File: src/rtl/irq_line_ctrl.sv
module irq_line_ctrl #(
  parameter int NUM_LINES = 32,
  parameter int NUM_PINS  = 6,
  parameter int AW        = 8,
  localparam int VW       = $clog2(NUM_PINS + 1)
) (
  input  logic                 clk,
  input  logic                 rst_n,
  input  logic [NUM_LINES-1:0] irq_in,
  input  logic                 reg_we,
  input  logic [AW-1:0]        reg_addr,
  input  logic [31:0]          reg_wdata,
  output logic [31:0]          reg_rdata,
  output logic [NUM_PINS-1:0]  pin_out,
  output logic [VW-1:0]        vec_out,
  output logic                 vec_valid
);
  localparam int N = NUM_LINES;
  localparam int MAP_BASE = 8;

  logic [N-1:0] pol_q, trig_q, dual_q, mask_q, latch_q;
  logic [N-1:0] sync1_q, sync2_q, prev_q;
  logic [N-1:0] map_en_q;
  logic [5:0]   map_pin_q [N];
  logic [N-1:0] rise, fall, edge_hit, inj_vec, inj_set, inj_clr, pend, active;
  logic         inj_hit;
  logic [31:0]  rd_mux;

  wire wr_pol  = reg_we && reg_addr == AW'(0);
  wire wr_trig = reg_we && reg_addr == AW'(1);
  wire wr_dual = reg_we && reg_addr == AW'(2);
  wire wr_inj  = reg_we && reg_addr == AW'(3);
  wire wr_mset = reg_we && reg_addr == AW'(4);
  wire wr_mclr = reg_we && reg_addr == AW'(5);

  assign rise     = sync2_q & ~prev_q;
  assign fall     = ~sync2_q & prev_q;
  assign edge_hit = trig_q & ((dual_q & (rise | fall)) |
                              (~dual_q & ((pol_q & rise) | (~pol_q & fall))));

  assign inj_hit = wr_inj && (int'(reg_wdata[7:0]) < N);
  assign inj_vec = N'(1) << reg_wdata[7:0];
  assign inj_set = (inj_hit && reg_wdata[31])  ? inj_vec : '0;
  assign inj_clr = (inj_hit && !reg_wdata[31]) ? inj_vec : '0;

  assign pend   = latch_q | (~trig_q & ~(sync2_q ^ pol_q));
  assign active = pend & mask_q;

  always_ff @(posedge clk or negedge rst_n) begin
    if (!rst_n) begin
      sync1_q <= '0; sync2_q <= '0; prev_q <= '0;
      pol_q <= '0; trig_q <= '0; dual_q <= '0;
      mask_q <= '0; latch_q <= '0; map_en_q <= '0;
      for (int i = 0; i < N; i++) map_pin_q[i] <= '0;
    end else begin
      sync1_q <= irq_in;
      sync2_q <= sync1_q;
      prev_q  <= sync2_q;
      if (wr_pol)  pol_q  <= reg_wdata[N-1:0];
      if (wr_trig) trig_q <= reg_wdata[N-1:0];
      if (wr_dual) dual_q <= reg_wdata[N-1:0];
      if (wr_mset) mask_q <= mask_q | reg_wdata[N-1:0];
      if (wr_mclr) mask_q <= mask_q & ~reg_wdata[N-1:0];
      latch_q <= (latch_q & ~inj_clr) | inj_set | edge_hit;
      for (int i = 0; i < N; i++)
        if (reg_we && reg_addr == AW'(MAP_BASE + i)) begin
          map_en_q[i]  <= reg_wdata[31];
          map_pin_q[i] <= reg_wdata[5:0];
        end
    end
  end

  always_comb begin
    rd_mux = '0;
    case (reg_addr)
      AW'(0): rd_mux = 32'(pol_q);
      AW'(1): rd_mux = 32'(trig_q);
      AW'(2): rd_mux = 32'(dual_q);
      AW'(6): rd_mux = 32'(mask_q);
      AW'(7): rd_mux = 32'(pend);
      default:
        for (int i = 0; i < N; i++)
          if (reg_addr == AW'(MAP_BASE + i))
            rd_mux = {map_en_q[i], 25'b0, map_pin_q[i]};
    endcase
  end

  always_ff @(posedge clk or negedge rst_n)
    if (!rst_n) reg_rdata <= '0;
    else        reg_rdata <= rd_mux;

  always_comb begin
    pin_out = '0;
    for (int i = 0; i < N; i++)
      for (int p = 0; p < NUM_PINS; p++)
        if (active[i] && map_en_q[i] && map_pin_q[i] == 6'(p)) pin_out[p] = 1'b1;
  end

  always_comb begin
    vec_out = '0;
    for (int p = NUM_PINS - 1; p >= 0; p--)
      if (pin_out[p]) vec_out = VW'(p + 1);
  end
  assign vec_valid = |pin_out;
endmodule


File: config.mk
export PLATFORM = sky130hd
export DESIGN_NAME = irq_line_ctrl
export DESIGN_NICKNAME = d
export VERILOG_FILES = /design/src/rtl/irq_line_ctrl.sv
export SDC_FILE = /design/constraint.sdc
export NUM_CORES = 1
export LEC_CHECK = 0
export ABC_AREA = 1
export BUFFER_PORTS_ARGS = -buffer_cell sky130_fd_sc_hd__buf_4
export CAP_MARGIN = 25
export CORE_MARGIN = 2
export CORE_UTILIZATION = 55
export CTS_BUF_LIST = sky130_fd_sc_hd__clkbuf_16
export DETAILED_ROUTE_END_ITERATION = 7
export MAX_ROUTING_LAYER = met4
export PLACE_DENSITY = 0.75
export REMOVE_ABC_BUFFERS = 1
export SLEW_MARGIN = 20
export SYNTH_ARGS = -nofsm -noshare
export SYNTH_HDL_FRONTEND = slang
export SYNTH_SLANG_ARGS = --single-unit
File: constraint.sdc
create_clock -name clk -period 2.39 [get_ports clk]
set_clock_uncertainty 0.2 [all_clocks]
set_input_delay 0.239 -clock clk [delete_from_list [all_inputs] [get_ports clk]]
set_output_delay 0.239 -clock clk [all_outputs]
set_load 0.05 [all_outputs]
==> impl_metrics.yaml, run 1 <==
timing:
  grt_repair_worst_endpoint: "vec_out[2]"
  worstEpCategory: "primary output"
die:
  rows: 79
  start_util_pct: 55.7
  fp.dieH_um: 221
  die_w_um: 221
  io_pins: 117
synthesis:
  synth_edf_count: 0
  syn-mean-instance-area_um2: 7.93
  yosys_warnings: 0
  synthArstFlopShare_pct: 100
  netlist_instances: 3274
  ys_seq_area_share_pct: 49.4
  synth_ff_type: "dfrtp_1"
  ys_ff_latch: 512
  mappedNetlistArea_um2: 25900
  ys_types: 51
placed_design:
  gp_congestion: 1.08
  dp_hpwl_mm: 80.1
  port_buffers: 116
  place_area_um2: 33000
status:
  status: "did not finish"
  error: "[ERROR GRT-0232] Routing congestion too high. Check the congestion heatmap in the GUI."
  lastStage: "global routing"
cts:
  root_buffer: "clkbuf_16"
  cts_buffers: 53
  cts_buffer_depth: 3
  clock-sinks: 512
  cts_max_level: 2
grt:
  overflow: 50
  grt_max_degree: 78
  antenna_found_initial: 24
  grt_use_total_pct: 70.9
==> per-stage QoR <==
| step | utilization [%] | hold WS (ns) | cells | setup TNS, ns | setup WS (ns) |
|---|---|---|---|---|---|
| 3_5_place_dp | 71.0 | -0.0217 | 4614 | -18.46 | -1.11 |
| 3_3_place_gp | 71.0 | -0.0211 | 4614 | -19.07 | -1.08 |
| 4_1_cts | 78.7 | 0.0366 | 4837 | -15.73 | -1.43 |
| 2_1_floorplan | - | -0.257 | 3155 | -59.97 | -1.63 |
==> metal layers <==
| layer | GRT usage [%] | overflow |
|---|---|---|
| met1 | 72.9 | 2 |
| met2 | 86.6 | 10 |
| met3 | 53.1 | 22 |
| met4 | 61.6 | 16 |
| met5 | - | - |
==> synth_stat cells (all sizes together), types with 10 or more instances <==
master | n | area (µm²)
a221oi | 27 | 236
o31ai | 34 | 255
ha | 64 | 801
nor4 | 31 | 206
clkbuf | 114 | 428
nand4 | 104 | 651
nand2 | 798 | 3010
nor3 | 44 | 225
o21ai | 389 | 1950
o211ai | 19 | 143
inv | 418 | 1570
dfrtp | 512 | 12800
nor2 | 249 | 1020
a21oi | 129 | 646
nand3 | 228 | 1160
or2 | 14 | 87.6
a32o | 10 | 100
a31oi | 33 | 206
==> what timing repair did <==
item / 4_1_cts
gates resized for setup: 189
hold buffers: 66
hold endpoints to repair: 685
endpoints found under the setup margin: 17
pin swaps: 64
setup buffers: 67
==> kinds of logic after synthesis <==
kind of cell,synth area share [%]
adders and majority gates,3.09
DFF,49.4
and+or+nand+nor,25.0
buffers and inverters,7.81
AOI/OAI and AO/OA,14.7
==> run 2: changes to the inputs <==
--- a/config.mk
+++ b/config.mk
@@ -9,11 +9,9 @@
 export BUFFER_PORTS_ARGS = -buffer_cell sky130_fd_sc_hd__buf_4
 export CAP_MARGIN = 25
 export CORE_MARGIN = 2
-export CORE_UTILIZATION = 55
-export CTS_BUF_LIST = sky130_fd_sc_hd__clkbuf_16
+export CORE_UTILIZATION = 40
 export DETAILED_ROUTE_END_ITERATION = 7
-export MAX_ROUTING_LAYER = met4
-export PLACE_DENSITY = 0.75
+export PLACE_DENSITY_LB_ADDON = 0.15
 export REMOVE_ABC_BUFFERS = 1
 export SLEW_MARGIN = 20
 export SYNTH_ARGS = -nofsm -noshare
==> constraint.sdc (replaced) <==
create_clock -name clk -period 3.1 [get_ports clk]
set_clock_uncertainty 0.2 [all_clocks]
set_input_delay 0.31 -clock clk [delete_from_list [all_inputs] [get_ports clk]]
set_output_delay 0.31 -clock clk [all_outputs]
set_load 0.05 [all_outputs]
==> run 2 against run 1 <==
The flow now finishes, with violations (setup timing). Synthesized cell count did not move. Area after synthesis did not move.
==> impl_metrics.yaml, run 2 <==
status:
  status: "finished with violations"
  violations: "setup timing"
power:
  power_w: 0.0161
  p_int_w: 0.0118
  power_density_nw_per_um2: 466
  p_comb_share_pct: 10.5
  pwr-share-seq_pct: 45.5
  p_leak_nw: 16.2
  ir_worst_vdd_uv: 524
  pwr-share-clk_pct: 44.0
  p_sw_w: 0.00438
  p_sw_share_pct: 27.1
die:
  io_pins: 117
  fp.dieH_um: 259
  die_area_um2: 66900
  start_util_pct: 40.3
  die_w_um: 259
  coreArea_um2: 64300
  rows: 93
cts:
  clock-sinks: 512
  cts_buffer_depth: 3
  clk_latency_ns: 0.66
  root_buffer: "clkbuf_16"
  cts_buffers: 58
  cts_max_level: 2
  cts_tree: "done"
  path_clk_slew_ns: 0.06
min_path:
  worstHoldPathCells: 2
  hold_class: "primary input to flop"
placed_design:
  place_area_um2: 30700
  dp_hpwl_mm: 78.1
  port_buffers: 116
  gp_congestion: 1.01
synthesis:
  synth_edf_count: 0
  ys_seq_area_share_pct: 49.4
  ys_ff_latch: 512
  yosys_warnings: 0
  ys_types: 51
  mappedNetlistArea_um2: 25900
  synthTopCellsByArea: "dfrtp_1, nand2_1, o21ai_0, inv_1, nand3_1"
  synthArstFlopShare_pct: 100
  synth_commonest_cells: "nand2_1, dfrtp_1, inv_1"
  synth_ff_type: "dfrtp_1"
  yosys.area.top_type_share_pct: 49.4
  synth_most_common_cell: "nand2_1"
  syn-mean-instance-area_um2: 7.93
  synth_top_area_cell: "dfrtp_1"
  netlist_instances: 3274
worst_setup_path:
  worst_r2r_path_depth: 20
  critPathKind: "flop to output port"
  cp.arrival_ns: 3.38
  cp-end-kind: "output port"
  worstSetupStartpointType: "flop"
  cp_max_fo: 4
  critPathRequiredTime_ns: 2.59
detailed_routing:
  wire_per_inst_um: 22.3
  via_count: 25900
  first_pass_iters: 6
  via_per_inst: 5.44
  drt_iter0_markers: 2306
  drcViolationCount: 0
  ant_nets: 0
  drt_wl_total_mm: 106
layout:
  drive_above_1_share_pct: 22.6
  largest_reg_flops: 192
  layout_common_cells: "nand2_1, buf_4, dfrtp_1"
  num_antenna_cells: 0
  final_common_cell: "nand2_1"
  finalInstanceArea_um2: 34600
  final_util_pct: 53.8
  regMostFlops: "map_pin_q"
  fin_nets: 3995
  nFillCells: 5964
  area_growth_pct: 33.5
grt:
  first_global_vias: 25300
  antenna_found_initial: 0
  grt_max_degree: 75
  overflow: 0
  grt_pass1_wl_mm: 159
  grt_use_total_pct: 31.5
timing:
  setup_viol: 10
  slew_violations: 0
  fmax_mhz: 257
  hold_violations: 0
  post-route-min-period_ns: 3.89
  finalCritPeriodShare_pct: 125
  max-slew-margin-rel_pct: 40.3
  holdWs_ns: 0.0843
  max_slew.worst_pin.slew_ns: 0.895
  timing.final.ws_setup_ns: -0.790
  rsz0062_at_grt: "true"
job:
  drv_cap: 0
run 2: layout make-up:
class	instances	area, µm²	share of cell area, %
Sequential cell	512	12800	37.0
Multi-Input combinational cell	2224	11900	34.3
Timing Repair Buffer	641	5310	15.3
Clock buffer	82	1680	4.85
Inverter	419	1600	4.61
Tap cell	855	1070	3.09
Clock inverter	25	292	0.841
run 2: metal layers:
metal | vias up | part of all wire, % | GRT usage, %
met5 | - | 0 | 0
met4 | 0 | 3.8 | 10.9
met3 | 202 | 6.3 | 4.24
met2 | 929 | 46 | 51.4
met1 | 12700 | 44 | 43.2
li1 | 12100 | - | -
run 2: final timing paths:
| path | from | endpoint | slack [ns] |
|---|---|---|---|
| worst min register to register | sync1_q[24] | sync2_q[24] | 0.15 |
| worst max-delay path | pol_q[23] | vec_out[2] | -0.79 |
| min in group asynchronous | rst_n | map_pin_q[165] | 0.09 |
| max in group asynchronous | rst_n | sync2_q[0] | 1.70 |
| worst max register to register | pol_q[6] | reg_rdata[6] | 0.14 |
| worst min-delay path | irq_in[18] | sync1_q[18] | 0.08 |
run 2: worst max-delay path: stages (launching register included):
cell and delay, ns:
dfrtp_1 0.39, inv_2 0.08, a21oi_1 0.06, o21ai_1 0.10
nand2_2 0.11, nand3_4 0.11, inv_2 0.07, nand3_4 0.07
buf_6 0.11, nor3_2 0.04, a2111oi_2 0.31, nand2_1 0.17
a311oi_4 0.44, nand2_2 0.14, nor3_4 0.19, buf_6 0.14
nor4_4 0.04, buf_6 0.15
run 2: through the flow:
stage                     TNS (ns)  std cells  setup slack, ns
after global routing         -7.37       4758           -0.911
after global placement       -4.76       4528           -0.957
after detailed placement     -4.92       4528           -0.936
after CTS                    -7.17       4752           -0.841
final                        -6.37       4758           -0.790
after floorplan             -30.98       3155           -0.995
run 2: cells by family after synthesis:
group | after synthesis | synth area share (%)
simple gates | 1486 | 25.0
compound gates | 674 | 14.7
buf+inv | 538 | 7.81
flops | 512 | 49.4
fa+ha+maj | 64 | 3.09
run 2: power groups by stage:
| stage | registers (W) | clock network [W] | logic (W) |
|---|---|---|---|
| floorplan | 0.00733 | 0 | 0.000650 |
| global placement | 0.00741 | 0 | 0.00149 |
| detailed placement | 0.00742 | 0 | 0.00153 |
| CTS | 0.00732 | 0.00722 | 0.00165 |
| global route | 0.00737 | 0.00751 | 0.00188 |
| finish | 0.00734 | 0.00710 | 0.00170 |
run 2: what timing repair did:
| action | CTS | global route |
|---|---|---|
| buffers inserted | 54 | 20 |
| pin swaps | 52 | 66 |
| resized for setup | 157 | 93 |
| endpoints found under the setup margin | 10 | 11 |
| endpoints found under the hold margin | 248 | 0 |
| hold buffers | 65 | 0 |
| cloned | 0 | 0 |
(Power assumes the default switching activity.)
==> run 3: changes to the inputs <==
--- a/config.mk
+++ b/config.mk
@@ -13,6 +13,7 @@
 export DETAILED_ROUTE_END_ITERATION = 7
 export PLACE_DENSITY_LB_ADDON = 0.15
 export REMOVE_ABC_BUFFERS = 1
+export SKIP_CTS_REPAIR_TIMING = 1
 export SLEW_MARGIN = 20
 export SYNTH_ARGS = -nofsm -noshare
 export SYNTH_HDL_FRONTEND = slang
==> run 3 against run 2 <==
The flow still finishes with violations (setup timing). Critical path depth fell by 4. Combinational power fell by 2%. Sequential power barely moved. Utilization fell by 0.96 points. Sequential share of layout area rose by 0.68 points. Final cell count fell by 0.90%. Sequential cell count did not move. Design area fell by 1.8%. Count of clock-buffer cells in the layout did not move. First-iteration DRC count rose by 5.5%.
==> impl_metrics.yaml, run 3 (synthesized netlist as in run 2, its figures left out) <==
min_path:
  hold_class: "primary input to async pin"
timing:
  setup_viol: 10
  max-slew-margin-rel_pct: 34.9
  max_slew.worst_pin.slew_ns: 0.977
  hold_violations: 0
  fmax_mhz: 250
  timing.final.ws_setup_ns: -0.904
  slew_violations: 0
  post-route-min-period_ns: 4.00
  rsz0062_at_grt: "true"
  finalSetupTns_ns: -6.57
  finalCritPeriodShare_pct: 129
layout:
  area_growth_pct: 31.2
  layout.cells.non_filler: 4715
  nFillCells: 6038
  fin_nets: 3950
  largest_reg_flops: 192
  final-seq-area_um2: 12800
  layout_common_cells: "nand2_1, dfrtp_1, buf_4"
  final_common_cell: "nand2_1"
  multi_input_comb_area_um2: 11700
  drive_above_1_share_pct: 20.8
  regMostFlops: "map_pin_q"
  finalInstanceArea_um2: 34000
die:
  die_w_um: 259
  rows: 93
  fp.dieH_um: 259
  coreArea_um2: 64300
  start_util_pct: 40.3
  io_pins: 117
  die_area_um2: 66900
worst_setup_path:
  rrSetupSlack_ns: 0.36
  cp.arrival_ns: 3.49
  crit_chain: "inv_1 > a21oi_1 > o21ai_1 > nand2_1 > and3_4 > nand4_1 > o21ai_0 > nor4_1 > inv_1 > nor4_4 > inv_2 > nor4_2 > buf_4"
  cp-startpoint: "pol_q[22]"
  worst_r2r_path_depth: 18
  rr_endpoint: "reg_rdata[4]"
  max_stage_delay_ns: 0.40
  worst_path_most_repeated_cell: "inv_1"
  crit_buf_inv: 4
  cp-end-kind: "output port"
  cp_slowest_cell: "nor4_4"
  cp-endpoint: "vec_out[2]"
  crit_family: "simple AND/OR/NAND/NOR gates"
  critPathRequiredTime_ns: 2.59
  r2r_start: "map_pin_q[184]"
  critPathKind: "flop to output port"
  worstSetupStartpointType: "flop"
  cp_max_fo: 5
  worst-path-stages: 13
cts:
  cts_max_level: 2
  cts_buffers: 58
  path_clk_slew_ns: 0.06
  cts_tree: "done"
  cts_buffer_depth: 3
  clock-sinks: 512
  clk_latency_ns: 0.67
  root_buffer: "clkbuf_16"
grt:
  grt_pass1_wl_mm: 156
  grt_max_degree: 75
  overflow: 0
  first_global_vias: 24600
  grt_use_total_pct: 31.0
  antenna_found_initial: 3
detailed_routing:
  via_per_inst: 5.44
  via_count: 25700
  first_pass_iters: 8
  ant_nets: 0
  drt_iter0_markers: 2433
  drt_wl_total_mm: 105
  drcViolationCount: 0
  wire_per_inst_um: 22.2
status:
  status: "finished with violations"
  violations: "setup timing"
power:
  p_leak_nw: 15.9
  power_density_nw_per_um2: 473
  ir_worst_vdd_uv: 524
placed_design:
  port_buffers: 116
  dp_hpwl_mm: 78.1
  place_area_um2: 30700
  gp_congestion: 1.01
  dp_cells: 4528
job:
  drv_cap: 0
-- run 3: area by class of cell --
class	instances	area share (%)
Antenna cell	2	0.0147
Clock buffer	82	4.94
Clock inverter	25	0.857
Inverter	419	4.65
Multi-Input combinational cell	2224	34.3
Sequential cell	512	37.7
Tap cell	855	3.14
Timing Repair Buffer	596	14.5
-- run 3: where the power goes --
part / leakage (nW) / switching (W) / internal, W / total [W]
Combinational: 8.34 / 0.00103 / 0.000631 / 0.00166
Clock: 0.974 / 0.00298 / 0.00412 / 0.00710
Sequential: 6.63 / 0.000340 / 0.00699 / 0.00733
Total: 15.9 / 0.00435 / 0.0117 / 0.0161
-- run 3: metal layers --
metal	routed length [µm]	GRT usage [%]
met1	45900	42.8
met2	48700	50.1
met3	6850	4.33
met4	3370	10.6
met5	17	0
-- run 3: how the worst min path moves through the flow --
stage,startpoint,to,slack [ns],depth (start not counted)
3_3_place_gp,sync1_q[22],sync2_q[22],0.13,0
4_1_cts,rst_n,map_pin_q[167],-0.50,1
2_1_floorplan,rst_n,async pin,-0.19,0
5_1_grt,irq_in[21],sync1_q[21],0.09,2
3_5_place_dp,sync1_q[22],sync2_q[22],0.13,0
6_report,rst_n,map_pin_q[165],0.09,2
-- run 3: per-stage QoR --
step	hold slack, ns	power, W	util (%)	setup WS (ns)
5_1_grt	0.0891	0.0167	52.9	-1.01
6_report	0.0869	0.0161	52.9	-0.904
4_1_cts	-0.498	0.0161	50.8	-1.65
3_3_place_gp	0.133	0.00890	47.7	-0.957
3_5_place_dp	0.135	0.00895	47.7	-0.936
2_1_floorplan	-0.186	0.00798	-	-0.995
